$ cat config.mk
export PLATFORM = sky130hd
export DESIGN_NAME = spi_frame_engine
export DESIGN_NICKNAME = d
export VERILOG_FILES = /design/src/rtl/spi_eng_pkg.sv /design/src/rtl/spi_half_tick.sv /design/src/rtl/spi_cs_sel.sv /design/src/rtl/spi_frame_engine.sv
export SDC_FILE = /design/constraint.sdc
export NUM_CORES = 1
export LEC_CHECK = 0
export CELL_PAD_IN_SITES_DETAIL_PLACEMENT = 1
export CELL_PAD_IN_SITES_GLOBAL_PLACEMENT = 1
export CORE_MARGIN = 2
export CORE_UTILIZATION = 33
export CTS_BUF_LIST = sky130_fd_sc_hd__clkbuf_8
export CTS_CLUSTER_SIZE = 24
export DETAILED_ROUTE_END_ITERATION = 16
export PLACE_DENSITY = 0.64
export SYNTH_ARGS = -nofsm -noshare
export SYNTH_HDL_FRONTEND = slang
export SYNTH_SLANG_ARGS = --single-unit
$ cat constraint.sdc
create_clock -name clk -period 4.16 [get_ports clk]
set_clock_uncertainty 0.2 [all_clocks]
set_input_delay 0.416 -clock clk [delete_from_list [all_inputs] [get_ports clk]]
set_output_delay 0.416 -clock clk [all_outputs]
set_load 0.02 [all_outputs]
$ cat src/rtl/spi_eng_pkg.sv
package spi_eng_pkg;

    typedef enum logic [1:0] {
        FMT_W8  = 2'd0,
        FMT_W12 = 2'd1,
        FMT_W16 = 2'd2,
        FMT_W32 = 2'd3
    } word_fmt_e;

    localparam int BITCNT_W = 6;

    // Bits per word for each format code
    function automatic logic [BITCNT_W-1:0] fmt_bits(input word_fmt_e f);
        case (f)
            FMT_W8:  fmt_bits = 6'd8;
            FMT_W12: fmt_bits = 6'd12;
            FMT_W16: fmt_bits = 6'd16;
            default: fmt_bits = 6'd32;
        endcase
    endfunction

endpackage

$ cat src/rtl/spi_half_tick.sv
module spi_half_tick #(
    parameter int DIV_W = 16
) (
    input  logic             clk,
    input  logic             rst_n,
    input  logic             run,
    input  logic [DIV_W-1:0] div,
    output logic             tick
);
    logic [DIV_W-1:0] cnt_d, cnt_q;

    always_comb begin
        cnt_d = cnt_q;
        tick  = 1'b0;
        if (!run) begin
            cnt_d = '0;
        end else if (cnt_q == div) begin
            tick  = 1'b1;
            cnt_d = '0;
        end else begin
            cnt_d = cnt_q + 1'b1;
        end
    end

    always_ff @(posedge clk or negedge rst_n) begin
        if (!rst_n) cnt_q <= '0;
        else        cnt_q <= cnt_d;
    end

    // the half-period counter never passes the programmed limit
    p_half_range_r1: assert property (@(posedge clk) disable iff (!rst_n)
        run |-> cnt_q <= div);

endmodule

$ cat src/rtl/spi_cs_sel.sv
module spi_cs_sel (
    input  logic frame_active,
    input  logic sw_en,
    input  logic sw_level,
    input  logic idle_level,
    output logic cs_out
);
    always_comb begin
        if (sw_en)             cs_out = sw_level;
        else if (frame_active) cs_out = ~idle_level;
        else                   cs_out = idle_level;
    end
endmodule

$ cat src/rtl/spi_frame_engine.sv
module spi_frame_engine #(
    parameter int DATA_W = 32,   // must be at least 32 to hold the widest format
    parameter int CNT_W  = 16,
    parameter int DIV_W  = 16
) (
    input  logic              clk,
    input  logic              rst_n,
    input  logic [DIV_W-1:0]  cfg_div,
    input  logic [1:0]        cfg_fmt,
    input  logic              cfg_msb_first,
    input  logic              cfg_clk_idle,
    input  logic              cfg_drive_rise,
    input  logic              cfg_cs_sw_en,
    input  logic              cfg_cs_sw_level,
    input  logic              cfg_cs_idle_level,
    input  logic [CNT_W-1:0]  cfg_len_m1,
    input  logic              start,
    input  logic [DATA_W-1:0] tx_data,
    input  logic              tx_valid,
    output logic              tx_ready,
    output logic [DATA_W-1:0] rx_data,
    output logic              rx_valid,
    input  logic              rx_ready,
    output logic              sclk,
    output logic              mosi,
    input  logic              miso,
    output logic              cs_o,
    output logic              busy,
    output logic              frame_done,
    output logic              tx_underflow,
    output logic              rx_overflow
);
    import spi_eng_pkg::*;

    localparam logic [BITCNT_W-1:0] DATA_BITS = BITCNT_W'(DATA_W);

    typedef struct packed {
        logic                busy;
        logic                phase;     // 0: before first edge of bit, 1: after
        logic [BITCNT_W-1:0] bit_cnt;
        logic [CNT_W-1:0]    word_cnt;
        logic [CNT_W-1:0]    len;
        logic [DIV_W-1:0]    div;
        word_fmt_e           fmt;
        logic                msb;
        logic                cpol;
        logic                drv;
        logic [DATA_W-1:0]   tx_sr;
        logic [DATA_W-1:0]   rx_sr;
        logic [DATA_W-1:0]   rx_data;
        logic                mosi;
        logic                sclk;
        logic                rx_valid;
        logic                done;
        logic                unf;
        logic                ovf;
    } eng_t;

    eng_t d, q;

    logic                tick;
    logic                load;
    logic                cpha;
    logic [BITCNT_W-1:0] nbits, shamt, ld_shamt;
    logic [DATA_W-1:0]   rx_in, rx_now, word, aligned;

    function automatic logic lead_bit(input logic [DATA_W-1:0] s, input logic m);
        lead_bit = m ? s[DATA_W-1] : s[0];
    endfunction

    function automatic logic [DATA_W-1:0] advance(input logic [DATA_W-1:0] s, input logic m);
        advance = m ? (s << 1) : (s >> 1);
    endfunction

    spi_half_tick #(.DIV_W(DIV_W)) u_tick (
        .clk   (clk),
        .rst_n (rst_n),
        .run   (q.busy),
        .div   (q.div),
        .tick  (tick)
    );

    spi_cs_sel u_cs (
        .frame_active (q.busy),
        .sw_en        (cfg_cs_sw_en),
        .sw_level     (cfg_cs_sw_level),
        .idle_level   (cfg_cs_idle_level),
        .cs_out       (cs_o)
    );

    always_comb begin
        d          = q;
        load       = 1'b0;
        d.rx_valid = 1'b0;
        d.done     = 1'b0;
        d.unf      = 1'b0;
        d.ovf      = q.rx_valid & ~rx_ready;
        nbits      = fmt_bits(q.fmt);
        shamt      = DATA_BITS - nbits;
        cpha       = q.cpol ^ q.drv;
        rx_in      = q.msb ? {q.rx_sr[DATA_W-2:0], miso} : {miso, q.rx_sr[DATA_W-1:1]};
        rx_now     = q.rx_sr;
        word       = '0;
        aligned    = '0;
        ld_shamt   = '0;

        if (!q.busy) begin
            if (start) begin
                d.busy     = 1'b1;
                d.phase    = 1'b0;
                d.bit_cnt  = '0;
                d.word_cnt = '0;
                d.len      = cfg_len_m1;
                d.div      = cfg_div;
                d.fmt      = word_fmt_e'(cfg_fmt);
                d.msb      = cfg_msb_first;
                d.cpol     = cfg_clk_idle;
                d.drv      = cfg_drive_rise;
                d.rx_sr    = '0;
                d.sclk     = cfg_clk_idle;
                load       = 1'b1;
            end
        end else if (tick) begin
            if (!q.phase) begin
                // leading edge of the bit
                d.phase = 1'b1;
                d.sclk  = ~q.cpol;
                if (!cpha) begin
                    d.rx_sr = rx_in;
                end else begin
                    d.mosi  = lead_bit(q.tx_sr, q.msb);
                    d.tx_sr = advance(q.tx_sr, q.msb);
                end
            end else begin
                // trailing edge of the bit
                d.phase = 1'b0;
                d.sclk  = q.cpol;
                rx_now  = cpha ? rx_in : q.rx_sr;
                d.rx_sr = rx_now;
                if (q.bit_cnt != nbits - 1'b1) begin
                    d.bit_cnt = q.bit_cnt + 1'b1;
                    if (!cpha) begin
                        d.mosi  = lead_bit(q.tx_sr, q.msb);
                        d.tx_sr = advance(q.tx_sr, q.msb);
                    end
                end else begin
                    d.bit_cnt  = '0;
                    d.rx_valid = 1'b1;
                    d.rx_data  = q.msb ? (rx_now & ({DATA_W{1'b1}} >> shamt))
                                       : (rx_now >> shamt);
                    if (q.word_cnt == q.len) begin
                        d.busy = 1'b0;
                        d.done = 1'b1;
                    end else begin
                        d.word_cnt = q.word_cnt + 1'b1;
                        load       = 1'b1;
                    end
                end
            end
        end

        if (load) begin
            ld_shamt = DATA_BITS - fmt_bits(d.fmt);
            word     = tx_valid ? tx_data : '0;
            d.unf    = ~tx_valid;
            aligned  = d.msb ? (word << ld_shamt) : word;
            if (!(d.cpol ^ d.drv)) begin
                d.mosi  = lead_bit(aligned, d.msb);
                d.tx_sr = advance(aligned, d.msb);
            end else begin
                d.tx_sr = aligned;
            end
        end
    end

    always_ff @(posedge clk or negedge rst_n) begin
        if (!rst_n) q <= '0;
        else        q <= d;
    end

    assign tx_ready     = load;
    assign rx_data      = q.rx_data;
    assign rx_valid     = q.rx_valid;
    assign sclk         = q.busy ? q.sclk : cfg_clk_idle;
    assign mosi         = q.mosi;
    assign busy         = q.busy;
    assign frame_done   = q.done;
    assign tx_underflow = q.unf;
    assign rx_overflow  = q.ovf;

    // the serial clock is back at its rest level when a frame ends
    p_rest_level_r1: assert property (@(posedge clk) disable iff (!rst_n)
        $fell(q.busy) |-> q.sclk == q.cpol);

    // the bit counter stays inside the selected word size
    p_bitcnt_r2: assert property (@(posedge clk) disable iff (!rst_n)
        q.busy |-> q.bit_cnt < fmt_bits(q.fmt));

    // mosi holds across every sampling edge
    p_mosi_hold_r4: assert property (@(posedge clk) disable iff (!rst_n)
        (q.busy && $past(q.busy) && q.sclk != $past(q.sclk) && q.sclk != q.drv)
        |-> $stable(q.mosi));

    // the end pulse appears only as the frame closes
    p_done_close_r7: assert property (@(posedge clk) disable iff (!rst_n)
        frame_done |-> !busy && $past(busy));

    // an underflow is only reported inside a frame
    p_unf_busy_r8: assert property (@(posedge clk) disable iff (!rst_n)
        tx_underflow |-> busy);

    // an overflow pulse never coincides with a new received word
    p_ovf_gap_r9: assert property (@(posedge clk) disable iff (!rst_n)
        rx_overflow |-> !rx_valid);

endmodule

==> results.md, run 1 <==
- Rows: 67
- Clock share of power: about 25%
- Fraction of layout cells with a size suffix above 1: 7.64%
- Worst reg2reg path startpoint: q[106]$_DFF_PN0_
- Port Buf Inserts: 118
- Worst Path Max Fanout: 11
- Drt via density: around 5.3
- Num ports: 119
- CP arrival: 2.98 ns
- Synth warn: 0
- Leading cell types in the layout, fill and taps excluded: nand2_1, dfrtp_1, clkdlybuf4s50_1, nor2_1, o21ai_0
- Main combinational cell family by area after synthesis: simple AND/OR/NAND/NOR gates
- HPWL Detailed: 24.4 mm
- Clock Path Buffers: 2
- TNS Setup: 0 ns
- Switching share of power: a little under two fifths
- Worst-Margin Slew: 0.872 ns
- Delay-heaviest family, CP: buffers and inverters
- Synth area leader: dfrtp_1
- Setup-failing EPs final: 0
- Area delta synth->final: 17.0%
- Comb power frac: 29.5%
- Mux cell area share after synthesis: 8.75%
- Worst hold path startpoint: cfg_div[13]
- Synth Instances: 1304
- Outcome: completed
- Part of the Yosys area used for sequential elements: 40.5%
- Pre-antenna DRT Iters: 7
- CTS tree: built
- Fmax: 278 MHz
- Slew HR: a little over two fifths
- Post-route DRC: 0
- Clock transition at the registers of the reported paths: 0.11 ns
- Total CTS buffers: 17
- Via count: 9739
- Synthesized area: 0.0111 sq mm
- Post-synth top area share: 40.5%
- # H-tree levels: 4
- Critical Path RT: roughly 3.5 ns
- Initial core utilization: between 30% and 40%
- CP Class: reg2out
- Unique masters post-synth: 70
- Worst path bufs/invs: 2
- Synth Area in Compound Gates: 19.0%
- Die Area: 0.0350 sq mm
- CP startpoint: q[140]$_DFFE_PN0P_
- Adder-cell share of the synthesized area: 0.340%
- Clock root buffer: clkbuf_8
- Leak Pwr: 5.41 nW
- All-Layer GR Usage: 20.0%
- Max Cap Viol: 0
- CP Launch Type: register
- P_int: 0.00303 W
- Final Hold Viols: 0
- Die X: 187 um
- Post-CTS Repair Setup Buffers: 0
- Initial antenna violation count: 0
- Post-route minimum period: 3.60 ns
- Top post-synthesis cells by area: dfrtp_1, nand2_1, mux2i_1
- Global-route wire length before repair: 56.3 mm
- Post-Synth Simple-Gate Area: 20.1%
- Main synth FF type: dfrtp_1
- Flop pwr share: 45.5%
- Syn Area/Cell: between 8 and 9 sq um
- VDD IR-drop max: 0.203 mV
- Die Height: between 150 and 200 um
- Post-synthesis xor/xnor area fraction: between 5 and 6%
- Async SR Flop Fraction: 100%
- Post-synth EDFFs: 0
- Post-route ant nets: 0
- Net Count, Synth: 1385
- Switch Pwr: 0.00177 W
- Core Box Area: 0.0333 sq mm
- Synthesized flop and latch total: between 150 and 200
- Cts repair resizes: 0
- Placer Congestion: 0.897
- Crit path largest cell delay: approximately 0.60 ns
- RSZ-0062 raised after global routing: false
- Critical Path, Cell by Cell: xnor2_1 -> nand4_1 -> nor4_2 -> o31a_1 -> clkinv_2 -> clkdlybuf4s50_1
- Inst Count DP: 1790
- Crit-path slowest cell: nor4_2
- Final instance count without filler cells: 1823
- Crit path capture type: output port
- Fin nets: roughly 1400
- Hold Crit Class: in2reg
- Gr ovfl total: 0
- Largest net degree at the start of global routing: 100
- Crit share post-route: between 80% and 90%
- Iter 0 DRT Violations: 556
- Leading cell type in the layout, fill and taps excluded: nand2_1
- Power density over the cells: roughly 370 mW/mm^2
- Clock Sinks: ~180
- Vias in the first global route: 10200
- Skew-Pair Late Insertion Delay: ~0.50 ns
- Wirelength per Cell: 18.7 um
- Final Slew Violations: 0
- Ant. Diodes: 0
- Final WL: 34.2 mm
worst min-delay path, delay by kind of cell:
kind                   cells  cell delay, ns
and+or+nand+nor            2            0.10
buffers and inverters      1            0.40
through the flow:
step	power (W)	hold WS (ns)	area [sq um]	util, %	worst slack [ns]
after detailed placement	0.00364	0.269	12500	37.7	0.687
after floorplan	0.00311	-0.0796	11100	-	1.45
after global routing	0.00513	0.217	12900	38.8	0.329
final	0.00481	0.239	12900	38.8	0.560
after CTS	0.00486	0.207	12900	38.8	0.479
after global placement	0.00360	0.260	12500	37.7	0.788
routing by layer:
metal | GRT usage (%) | share of wire [%] | vias to the layer above
met4 | 4.85 | 1.3 | 0
met5 | 0 | 0 | -
met3 | 3.55 | 3.9 | 34
li1 | - | - | 4678
met2 | 32.6 | 46 | 219
met1 | 27.6 | 48 | 4808
power by group through the flow:
stage	registers, W	logic (W)	clock network (W)
5_1_grt	0.00222	0.00159	0.00131
3_5_place_dp	0.00222	0.00142	0
2_1_floorplan	0.00212	0.000990	0
3_3_place_gp	0.00221	0.00139	0
4_1_cts	0.00219	0.00143	0.00124
6_report	0.00219	0.00142	0.00120
worst paths after layout:
kind	end	slack, ns	cells past startpoint
setup / recovery	tx_ready	0.56	6
hold / removal	q[120]$_DFFE_PN0P_	0.24	3
setup reg to reg	q[71]$_DFFE_PN0P_	1.13	8
hold reg to reg	rx_data[0]$_DFFE_PN0P_	0.28	2
max in group asynchronous	q[80]$_DFFE_PN0P_	2.48	3
min in group asynchronous	rx_valid$_DFF_PN0_	0.36	2
cell families after synthesis:
family	after synthesis
and+or+nand+nor	498
DFF	179
adders and majority gates	3
buffers and inverters	133
muxes	94
xor gates and xnor gates	68
AOI/OAI and AO/OA	329
synth_stat cells (3+ instances only):
cell type,number
a22o_1,20
dfrtp_1,179
nor4_2,5
and2_1,8
o211ai_1,7
o22a_1,13
mux2_2,11
nand4_1,15
nor4_1,3
clkbuf_1,55
nor3_1,23
and4_1,4
nor2_1,110
buf_4,33
nand3_1,19
ha_1,3
buf_2,22
nand2_1,263
or3_1,11
xnor2_1,31
a22oi_1,14
a31oi_1,19
inv_1,10
a221oi_1,4
xor2_1,37
nand2b_1,4
o22ai_1,4
a21oi_1,79
buf_1,10
and3_1,11
o21a_1,15
o221ai_1,4
a211oi_1,7
o2bb2ai_1,6
o31ai_1,20
mux2i_1,82
nor2b_1,10
o21ai_0,95
state kept, by name, indices dropped and copies added, names as in the netlist:
signal,flops
tx_underflow,1
rx_data,32
u_tick.cnt_q,16
frame_done,1
rx_overflow,1
q,125
mosi,1
rx_valid,1
busy,1
cell type report:
class                   instances  area [sq um]
clock buffers                  18           248
clock inverters                14           128
fillers                      3945         20400
inverters                      13          50.0
multi-input cells             992          5950
flip-flops and latches        179          4480
well taps                     448           561
repair buffers                159          1510
repair_timing:
item                       4_1_cts  5_1_grt
hold endpoints to repair        95        0
setup endpoints to repair        0        0
hold buffers                     1        0
Power figures use the tool's default switching activity.
==> run 2: changes to the inputs <==
Settings changed: SKIP_CTS_REPAIR_TIMING from default to 1.
==> results of run 2 <==
No change in the layout: final DEF, timing and power equal those of run 1.
Main changes from that run: met3 usage 3.55% -> 3.56%
